[src/rtl/opacc_pkg.sv]
package opacc_pkg;
    localparam int OPND_BYTES = 4;
    localparam int SCALE_SH   = $clog2(OPND_BYTES);

    localparam logic [3:0] MD_REG    = 4'd0;
    localparam logic [3:0] MD_IMM    = 4'd1;
    localparam logic [3:0] MD_DISP   = 4'd2;
    localparam logic [3:0] MD_RIND   = 4'd3;
    localparam logic [3:0] MD_INDEX  = 4'd4;
    localparam logic [3:0] MD_ABS    = 4'd5;
    localparam logic [3:0] MD_MIND   = 4'd6;
    localparam logic [3:0] MD_AINC   = 4'd7;
    localparam logic [3:0] MD_ADEC   = 4'd8;
    localparam logic [3:0] MD_SCALED = 4'd9;

    typedef enum logic [2:0] {
        ST_IDLE,
        ST_FETCH_A,
        ST_FETCH_B,
        ST_WRITE,
        ST_FINISH
    } state_e;

    function automatic logic mode_reads_mem(input logic [3:0] m);
        return (m >= MD_DISP) && (m <= MD_SCALED);
    endfunction

    function automatic logic mode_is_auto(input logic [3:0] m);
        return (m == MD_AINC) || (m == MD_ADEC);
    endfunction

    function automatic logic mode_is_known(input logic [3:0] m);
        return m <= MD_SCALED;
    endfunction
endpackage

[src/rtl/opacc_regfile.sv]
module opacc_regfile #(
    parameter int NREGS = 8,
    parameter int DW    = 32
) (
    input  logic                     clk,
    input  logic                     rst_n,
    input  logic [$clog2(NREGS)-1:0] ra_d,
    input  logic [$clog2(NREGS)-1:0] ra_b,
    input  logic [$clog2(NREGS)-1:0] ra_x,
    output logic [DW-1:0]            rd_d,
    output logic [DW-1:0]            rd_b,
    output logic [DW-1:0]            rd_x,
    input  logic                     we_a,
    input  logic [$clog2(NREGS)-1:0] wa_a,
    input  logic [DW-1:0]            wd_a,
    input  logic                     we_b,
    input  logic [$clog2(NREGS)-1:0] wa_b,
    input  logic [DW-1:0]            wd_b
);
    localparam int RA = $clog2(NREGS);

    logic [DW-1:0] q [NREGS];

    for (genvar i = 0; i < NREGS; i++) begin : g_reg
        logic [DW-1:0] r;
        always_ff @(posedge clk) begin
            if (!rst_n)
                r <= '0;
            else if (we_a && wa_a == RA'(i))
                r <= wd_a;
            else if (we_b && wa_b == RA'(i))
                r <= wd_b;
        end
        assign q[i] = r;
    end

    assign rd_d = q[ra_d];
    assign rd_b = q[ra_b];
    assign rd_x = q[ra_x];

    // the destination port and the base port never aim at one register together
    assert_no_dual_write_R12: assert property (@(posedge clk) disable iff (!rst_n)
        (we_a && we_b) |-> (wa_a != wa_b));
endmodule

[src/rtl/opacc_agen.sv]
module opacc_agen import opacc_pkg::*; #(
    parameter int DW   = 32,
    parameter int IMMW = 16
) (
    input  logic [3:0]      mode,
    input  logic [DW-1:0]   base_v,
    input  logic [DW-1:0]   idx_v,
    input  logic [IMMW-1:0] imm,
    output logic [DW-1:0]   imm_x,
    output logic [DW-1:0]   ea,
    output logic [DW-1:0]   base_upd
);
    localparam logic [DW-1:0] STEP = DW'(OPND_BYTES);

    logic [DW-1:0] scaled;

    always_comb begin
        imm_x  = {{(DW-IMMW){imm[IMMW-1]}}, imm};
        scaled = idx_v << SCALE_SH;
        unique case (mode)
            MD_DISP:   ea = imm_x + base_v;
            MD_INDEX:  ea = base_v + idx_v;
            MD_ABS:    ea = imm_x;
            MD_ADEC:   ea = base_v - STEP;
            MD_SCALED: ea = imm_x + base_v + scaled;
            default:   ea = base_v;
        endcase
        base_upd = (mode == MD_ADEC) ? (base_v - STEP) : (base_v + STEP);
    end
endmodule

[src/rtl/opacc_ctrl.sv]
module opacc_ctrl import opacc_pkg::*; (
    input  logic       clk,
    input  logic       rst_n,
    input  logic       cmd_valid,
    input  logic [3:0] cmd_mode,
    input  logic [3:0] mode_q,
    input  logic       mem_valid,
    output state_e     state,
    output logic       accept,
    output logic       mem_req,
    output logic       second,
    output logic       take,
    output logic       wb,
    output logic       done
);
    state_e nxt;

    always_ff @(posedge clk) begin
        if (!rst_n)
            state <= ST_IDLE;
        else
            state <= nxt;
    end

    always_comb begin
        nxt = state;
        unique case (state)
            ST_IDLE:    if (cmd_valid) nxt = mode_reads_mem(cmd_mode) ? ST_FETCH_A : ST_WRITE;
            ST_FETCH_A: if (mem_valid) nxt = (mode_q == MD_MIND) ? ST_FETCH_B : ST_WRITE;
            ST_FETCH_B: if (mem_valid) nxt = ST_WRITE;
            ST_WRITE:   nxt = ST_FINISH;
            ST_FINISH:  nxt = ST_IDLE;
            default:    nxt = ST_IDLE;
        endcase
    end

    always_comb begin
        accept  = (state == ST_IDLE) && cmd_valid;
        mem_req = (state == ST_FETCH_A) || (state == ST_FETCH_B);
        second  = (state == ST_FETCH_B);
        take    = mem_req && mem_valid;
        wb      = (state == ST_WRITE);
        done    = (state == ST_FINISH);
    end

    // a pending read is not withdrawn
    assert_req_held_R10: assert property (@(posedge clk) disable iff (!rst_n)
        (mem_req && !mem_valid) |=> mem_req);
    // completion is a single-cycle pulse following the write cycle
    assert_done_pulse_R10: assert property (@(posedge clk) disable iff (!rst_n)
        done |=> !done);
    assert_done_after_write_R10: assert property (@(posedge clk) disable iff (!rst_n)
        $rose(done) |-> $past(wb));
    // register and immediate commands never touch memory
    assert_no_read_regimm_R3: assert property (@(posedge clk) disable iff (!rst_n)
        (state != ST_IDLE && mode_q <= MD_IMM) |-> !mem_req);
    // unused codes never touch memory
    assert_no_read_unused_R13: assert property (@(posedge clk) disable iff (!rst_n)
        (state != ST_IDLE && !mode_is_known(mode_q)) |-> !mem_req);
endmodule

[src/rtl/opacc_unit.sv]
module opacc_unit import opacc_pkg::*; #(
    parameter int NREGS = 8,
    parameter int DW    = 32,
    parameter int IMMW  = 16
) (
    input  logic                     clk,
    input  logic                     rst_n,
    input  logic                     cmd_valid,
    input  logic [3:0]               cmd_mode,
    input  logic [$clog2(NREGS)-1:0] cmd_dst,
    input  logic [$clog2(NREGS)-1:0] cmd_base,
    input  logic [$clog2(NREGS)-1:0] cmd_idx,
    input  logic [IMMW-1:0]          cmd_imm,
    output logic                     busy,
    output logic                     mem_req,
    output logic [DW-1:0]            mem_addr,
    input  logic                     mem_valid,
    input  logic [DW-1:0]            mem_rdata,
    output logic                     done,
    output logic [DW-1:0]            result
);
    localparam int RA = $clog2(NREGS);

    state_e          state;
    logic            accept, second, take, wb;
    logic [3:0]      mode_q;
    logic [RA-1:0]   dst_q, base_q, idx_q;
    logic [IMMW-1:0] imm_q;
    logic [DW-1:0]   data_q, res_q;
    logic [DW-1:0]   rd_d, rd_b, rd_x;
    logic [DW-1:0]   imm_x, ea, base_upd;
    logic [DW-1:0]   operand, sum;
    logic            we_a, we_b;

    opacc_ctrl u_ctrl (
        .clk       (clk),
        .rst_n     (rst_n),
        .cmd_valid (cmd_valid),
        .cmd_mode  (cmd_mode),
        .mode_q    (mode_q),
        .mem_valid (mem_valid),
        .state     (state),
        .accept    (accept),
        .mem_req   (mem_req),
        .second    (second),
        .take      (take),
        .wb        (wb),
        .done      (done)
    );

    opacc_regfile #(.NREGS(NREGS), .DW(DW)) u_rf (
        .clk   (clk),
        .rst_n (rst_n),
        .ra_d  (dst_q),
        .ra_b  (base_q),
        .ra_x  (idx_q),
        .rd_d  (rd_d),
        .rd_b  (rd_b),
        .rd_x  (rd_x),
        .we_a  (we_a),
        .wa_a  (dst_q),
        .wd_a  (sum),
        .we_b  (we_b),
        .wa_b  (base_q),
        .wd_b  (base_upd)
    );

    opacc_agen #(.DW(DW), .IMMW(IMMW)) u_agen (
        .mode     (mode_q),
        .base_v   (rd_b),
        .idx_v    (rd_x),
        .imm      (imm_q),
        .imm_x    (imm_x),
        .ea       (ea),
        .base_upd (base_upd)
    );

    always_ff @(posedge clk) begin
        if (!rst_n) begin
            mode_q <= '0;
            dst_q  <= '0;
            base_q <= '0;
            idx_q  <= '0;
            imm_q  <= '0;
            data_q <= '0;
            res_q  <= '0;
        end else begin
            if (accept) begin
                mode_q <= cmd_mode;
                dst_q  <= cmd_dst;
                base_q <= cmd_base;
                idx_q  <= cmd_idx;
                imm_q  <= cmd_imm;
            end
            if (take)
                data_q <= mem_rdata;
            if (wb)
                res_q <= sum;
        end
    end

    always_comb begin
        if (mode_q == MD_REG)
            operand = rd_b;
        else if (mode_q == MD_IMM)
            operand = imm_x;
        else if (mode_reads_mem(mode_q))
            operand = data_q;
        else
            operand = '0;
        sum  = rd_d + operand;
        we_a = wb && mode_is_known(mode_q);
        we_b = wb && mode_is_auto(mode_q) && (base_q != dst_q);
    end

    assign busy     = (state != ST_IDLE);
    assign mem_addr = second ? data_q : ea;
    assign result   = res_q;

    // address stays put while a read is pending
    assert_addr_stable_R10: assert property (@(posedge clk) disable iff (!rst_n)
        (mem_req && !mem_valid) |=> $stable(mem_addr));
    // base register reads four higher once an auto-increment is finished
    assert_postinc_base_R7: assert property (@(posedge clk) disable iff (!rst_n)
        (done && mode_q == MD_AINC && base_q != dst_q) |-> (rd_b == $past(rd_b) + DW'(OPND_BYTES)));
    // shared destination/base ends with the sum
    assert_dest_wins_R12: assert property (@(posedge clk) disable iff (!rst_n)
        (done && mode_is_auto(mode_q) && base_q == dst_q) |-> (rd_d == result));
    // no new command is latched while busy
    assert_cmd_ignored_R11: assert property (@(posedge clk) disable iff (!rst_n)
        (busy && !done) |=> $stable(mode_q));
endmodule

[config.mk]
export PLATFORM = sky130hd
export DESIGN_NAME = opacc_unit
export DESIGN_NICKNAME = d
export VERILOG_FILES = /design/src/rtl/opacc_pkg.sv /design/src/rtl/opacc_regfile.sv /design/src/rtl/opacc_agen.sv /design/src/rtl/opacc_ctrl.sv /design/src/rtl/opacc_unit.sv
export SDC_FILE = /design/constraint.sdc
export NUM_CORES = 2
export LEC_CHECK = 0
export BUFFER_PORTS_ARGS = -buffer_cell sky130_fd_sc_hd__buf_4
export CAP_MARGIN = 20
export CORE_ASPECT_RATIO = 2
export CORE_MARGIN = 2
export CORE_UTILIZATION = 31
export CTS_BUF_LIST = sky130_fd_sc_hd__clkbuf_2
export DETAILED_ROUTE_END_ITERATION = 12
export PLACE_DENSITY = 0.51
export SLEW_MARGIN = 20
export SYNTH_ARGS = -nofsm -noshare
export SYNTH_HDL_FRONTEND = slang
export SYNTH_SLANG_ARGS = --single-unit
export TNS_END_PERCENT = 20
[constraint.sdc]
create_clock -name clk -period 7.8 [get_ports clk]
set_input_delay 0.78 -clock clk [delete_from_list [all_inputs] [get_ports clk]]
set_output_delay 0.78 -clock clk [all_outputs]
set_load 0.01 [all_outputs]
Yosys cells after proc, flatten, opt, wreduce, memory -nomap -nowiden
Index checks and enable logic that the tools add are counted.
{ "totals": {"ff_bits": 352, "input_bits": 65, "out_inout_bits": 67, "word_cells": 138} }
{ "classes": {"add_sub_neg": 6, "order_cmp": 7, "n_eq_ne": 30, "n_mux": 37, "bitwise": 3, "n_reduce_logical": 39} }
{ "op_table": {"columns": ["operator", "count"], "rows": [
  ["two-way mux 32 bit", 27],
  ["binary-select mux 32 bit (select 3 bit)", 3],
  ["case mux 32 bit (5 select lines)", 1],
  ["adder 32 bit", 4],
  ["adder 32 x 3 -> 32 bit (second input constant)", 1],
  ["subtractor 32 x 3 -> 32 bit (second input constant)", 1],
  ["== test 3 bit (second input constant)", 9],
  ["logical AND 1 bit", 23],
  ["== test 3 x 2 -> 1 bit (second input constant)", 6],
  ["== test 4 x 3 -> 1 bit (second input constant)", 4],
  ["nonzero test 2 bit", 8],
  [">= comparator 4 bit (second input constant)", 3],
  ["NOT 3 -> 4 bit", 3],
  ["case mux 3 bit (4 select lines)", 1],
  ["== test 3 x 1 -> 1 bit (second input constant)", 3],
  ["zero test 3 bit", 3],
  ["two-way mux 3 bit", 3],
  ["== test 4 bit (second input constant)", 2],
  [">= comparator 4 x 2 -> 1 bit (second input constant)", 2],
  ["<= comparator 4 bit (second input constant)", 2],
  ["!= test 2 bit (second input constant)", 3],
  ["== test 4 x 1 -> 1 bit (second input constant)", 1],
  ["== test 4 x 2 -> 1 bit (second input constant)", 1],
  ["zero test 4 bit", 1],
  ["6 further kinds", 7]
]} }

Longest topological paths before layout
{ "depth": {"ltp_word": 8, "mapped_depth": 33, "mapped_depth_nobuf": 25} }

By module
A second synthesis with hierarchy kept.
{ "hier_totals": {"hier_cells": 3750, "hier_area_um2": 30827.1} }
{ "by_module_without_submodules": {"columns": ["mod", "instances", "cells_per_inst", "area_each_um2", "seq_area_each_um2"], "rows": [
  ["opacc_regfile", 1, 1825, 16859.9, 5124.9],
  ["opacc_agen", 1, 1113, 7435.9, 0.0],
  ["opacc_unit", 1, 784, 6296.0, 1861.8],
  ["opacc_ctrl", 1, 28, 235.2, 60.1]
]} }

Least setup slack after synthesis
OpenSTA, ideal clock, no wires.
{ "synth_path": {"path_type": "flip-flop to output port", "from": "register base_q[0]", "to": "output port mem_addr[25]", "arrival_time_ps": 6379, "t_required_ps": 7020, "setup_slack_ps": 641, "path_stages_with_launch": 33, "n_path_buf": 8, "path_cell_list": "dfxtp_1 > buf_2 > buf_2 > buf_2 > buf_2 > buf_2 > buf_1 > mux4_2 > nand2_1 > nand2_1 > clkbuf_1 > ha_1 > inv_1 > fa_1 > nand2b_1 > a21oi_1 > nor2_1 > o21ai_0 > a21o_1 > a21o_1 > xnor2_1 > ha_1 > clkbuf_1 > a21oi_1 > nand2_1 > a31o_2 > a41o_1 > a21boi_0 > o311ai_0 > a21oi_1 > xnor2_1 > a221oi_1 > a21oi_1"} }
{ "synth_between": {"elab_chain_len": 8, "word_cells_on_any_way": 10, "cone_classes": "add/sub: 4; mux: 5; bitwise: 1"} }
{ "synth_lines": {"columns": ["item", "line", "text"], "rows": [
  ["from (decl)", "opacc_unit.sv:27", "logic [RA-1:0] dst_q, base_q, idx_q;"],
  ["from (signal assigned)", "opacc_unit.sv:91", "base_q <= cmd_base;"],
  ["NOT 3 -> 4 bit (not written as such) *", "opacc_regfile.sv:38", "assign rd_b = q[ra_b];"],
  ["binary-select mux 32 bit (select 3 bit) *", "opacc_regfile.sv:38", null],
  ["two-way mux 32 bit (not written as such) * (2 in series)", "opacc_regfile.sv:38", null],
  ["adder 32 bit", "opacc_agen.sv:21, opacc_agen.sv:25", null],
  ["adder 32 bit", "opacc_agen.sv:25", "MD_SCALED: ea = imm_x + base_v + scaled;"],
  ["case mux 32 bit (5 select lines) *", "opacc_agen.sv:20", "unique case (mode)"],
  ["two-way mux 32 bit *", "opacc_unit.sv:117", "assign mem_addr = second ? data_q : ea;"],
  ["to (decl)", "opacc_unit.sv:16", "output logic [DW-1:0] mem_addr,"]
]} }
Mark *: on every way between the ends. The rest lies on a longest branch, timed or not. The select of a mux whose other input is x is not followed.

Final worst setup path
{ "layout_path": {"from": "register base_q[2]", "to": "output port mem_addr[30]"} }
The elaborated chain is that of the path after synthesis.

==> results.txt <==
status -> complete, no violations
Post-DRT Antenna Nets -> 0
DR pass1 iterations -> 10
Worst Max-Slew Pin Slew -> 1.164 ns
RR Startpoint -> base_q[1]$_SDFFE_PN0P_
final period utilization -> 99.93%
Avg Inst Size Synth -> 8.354 um^2
main combinational cell family by area after synthesis -> compound AO/OA/AOI/OAI gates
CTS tree -> yes
CTS clock-pin slew for the worst setup and hold paths -> 0.15 ns
Die Width -> 223.9 um
Detail Placement HPWL -> 105.5 mm
Tmin final -> 7.794 ns
hold depth -> 4
Worst Path Required -> 7.02 ns
wire length per cell -> 29.47 um
port buffer count -> 131
synthesis warning total -> 0
total CTS buffers -> 87
Synth Area in Compound Gates -> 26.81%
utilization after layout -> 37.19%
synthesized instance count -> 3,588
HP Class -> in2reg
R2R Setup Slk -> 1.25 ns
worst ir drop on vdd -> 0.08259 mV
I/O pin count -> 132
Core Box Area -> 96,090 um^2
number of antenna violations at the first check in global routing -> 5
Critical Path Max Stage Delay -> 0.60 ns
routed vias/inst -> 6.244
first-pass GRT wire length -> 211.8 mm
top-count cell post-synth -> nand2_1
Primary FF master, synth -> dfxtp_1
initial core utilization -> 31.20%
post-synthesis simple-gate area fraction -> 18.04%
ys async rst share -> 0%
final hold vios -> 0
most area-consuming cells after synthesis -> dfxtp_1, mux4_2, nand2_1
drt drc -> 0
initial drt markers -> 2,507
Finished Cell Area -> 35,740 um^2
PD cells -> 150.8 nW/um^2
Leak -> 13.20 nW
FILL cells -> 9,846
clk buf depth -> 3
Max Freq -> 128.3 MHz
Worst setup EP type -> primary output
Synth-to-Final Area Change -> 19.22%
mux cell area share after synthesis -> 16.64%
Worst-Skew Late Latency -> 1.38 ns
via count -> 31,660
Max-cap violations -> 0
Crit Path Class -> reg2out
Post-Syn Area -> 29,970 um^2
layout cell share with drive strength beyond 1 -> 23.72%
r2r endpoint -> u_rf.g_reg[5].r[30]$_SDFFE_PN0P_
pin count of the biggest net entering global routing -> 186
worst r2r path cells -> 18
post-synth net total -> 3,781
Root Driver -> clkbuf_2
area leader, netlist -> dfxtp_1
GRT overflow -> 0
CP Launch Type -> flop
Worst Setup SP -> base_q[2]$_SDFFE_PN0P_
final WL -> 149.5 mm
max-slew violations -> 0
commonest cells in the netlist -> nand2_1, dfxtp_1, clkbuf_1
final setup TNS -> 0 ns
crit-path leading delay family -> compound AO/OA/AOI/OAI gates
Worst EP arrival -> 7.01 ns
CTS HTree Levels -> 3
CTS Sinks -> 352
Slew HR -> 22.24%
sequential fraction of the synthesis area -> 23.51%
Placement Cell Area -> 32,420 um^2
Unique masters post-synth -> 98
Post-Synth XOR/XNOR Area -> 4.763%
EDFF count, synth -> 0
NumNets Final -> 3,970
final setup skew -> 0.1774 ns
Critical-path top delay cell -> or4_4
# setup viols final -> 0
Final Wtd Congestion -> 1.000
overall global routing resource usage -> 28.94%
die area -> 99,350 um^2
Bufs and invs on worst path -> 5
crit-path max FO -> 7
area fraction of the dominant cell type after synthesis -> 23.51%
vias in the first global route -> 31,510
critical hold path startpoint -> mem_rdata[14]
adder-cell share of the synthesized area -> 5.443%
row count -> 161
Yosys reg bits -> 352
hold-critical path endpoint -> data_q[14]$_SDFFE_PN0P_
Die Y -> 443.8 um
[worst register-to-register path, delay by kind of cell (launching register included)]
kind | cells | cell delay (ns)
AND/OR/NAND/NOR | 3 | 0.63
multiplexers | 1 | 0.53
XOR/XNOR | 1 | 0.68
buffers and inverters | 2 | 0.31
adder cells (fa/ha/maj) | 1 | 0.36
flip-flops | 1 | 0.42
AO/OA/AOI/OAI | 10 | 3.43
[cell type report]
class	count	area [um^2]	area share (%)
Clock inverter	28	246.5	0.6897
Antenna cell	8	20.02	0.05602
Multi-Input combinational cell	2888	22620	63.28
Timing Repair Buffer	379	3361	9.404
Sequential cell	352	7074	19.80
Clock buffer	125	625.6	1.751
Tap cell	1222	1529	4.278
Inverter	69	265.3	0.7422
[cells in the final DEF, fill, tap and decap left out, types with 21 or more instances in the layout]
cell,instances
nand2_1,493
dfxtp_1,342
buf_4,280
o21ai_0,208
a21oi_1,204
mux4_2,162
and2_1,145
nor2_1,134
a22oi_1,134
a21boi_0,127
clkbuf_2,125
xnor2_1,103
ha_1,100
o221ai_1,82
nand3_1,81
mux2_2,75
dlygate4sd3_1,67
inv_1,56
nor2b_1,56
a21o_1,51
o22ai_1,44
a221oi_1,44
xor2_1,44
mux2i_1,40
nor3_1,31
a211oi_1,24
nand4_1,24
o211ai_1,23
a31oi_1,22
nand2b_1,21
or3_1,21
[worst max path at each step]
| stage | end | slack, ns | cells past startpoint |
|---|---|---|---|
| final | mem_addr[30] | 0.006 | 26 |
| after global routing | mem_addr[29] | -0.1 | 27 |
| after CTS | mem_addr[26] | -0.006 | 24 |
| after detailed placement | mem_addr[31] | 0.36 | 26 |
| after global placement | mem_addr[31] | 0.40 | 25 |
| after floorplan | mem_addr[25] | 0.64 | 32 |
[sequential cells by signal, indices dropped and copies added, names as in the netlist]
register and cells:
u_rf.g.r 256, data_q 32, result 32, imm_q 16, mode_q 4, base_q 3
dst_q 3, idx_q 3, u_ctrl.state 3
[cell families (layout without fill, tap and decap cells)]
group / after synthesis / count (layout)
compound gates: 1182 / 1182
xor+xnor: 160 / 160
fa+ha+maj: 128 / 128
buf+inv: 348 / 601
flops: 352 / 352
mux: 285 / 285
other cells: 0 / 8
simple gates: 1133 / 1133
[metrics by stage]
step	worst slack [ns]	hold slack, ns	std cells	power, mW
2_1_floorplan	0.6411	0.4571	3588	3.003
3_3_place_gp	0.4021	0.4564	4778	3.697
3_5_place_dp	0.3634	0.4621	4778	3.692
4_1_cts	-0.005906	0.1758	5025	5.285
5_1_grt	-0.09533	0.2443	5068	5.593
6_report	0.005567	0.2052	5071	5.389
[routing by layer]
| metal | GRT usage, % | share of wire, % | up-vias |
|---|---|---|---|
| met5 | 0 | 0.0094 | - |
| met4 | 23.63 | 9.5 | 2 |
| met3 | 4.395 | 6.7 | 636 |
| met2 | 51.68 | 50 | 1617 |
| met1 | 29.69 | 34 | 15480 |
| li1 | - | - | 13920 |
[power by group]
part | leakage, nW | switching (mW) | internal, mW
Combinational | 9.71 | 1.26 | 0.697
Clock | 0.641 | 0.910 | 0.597
Sequential | 2.85 | 0.0979 | 1.83
[timing repair]
item / CTS / global route
gates resized for setup: 111 / 114
hold buffers: 67 / 0
hold endpoints to repair: 112 / 0
buffers inserted: 26 / 34
pin swaps: 21 / 55
cloned: 1 / 4
endpoints found under the setup margin: 19 / 13
Note: power is estimated with default switching activity, not from simulation.
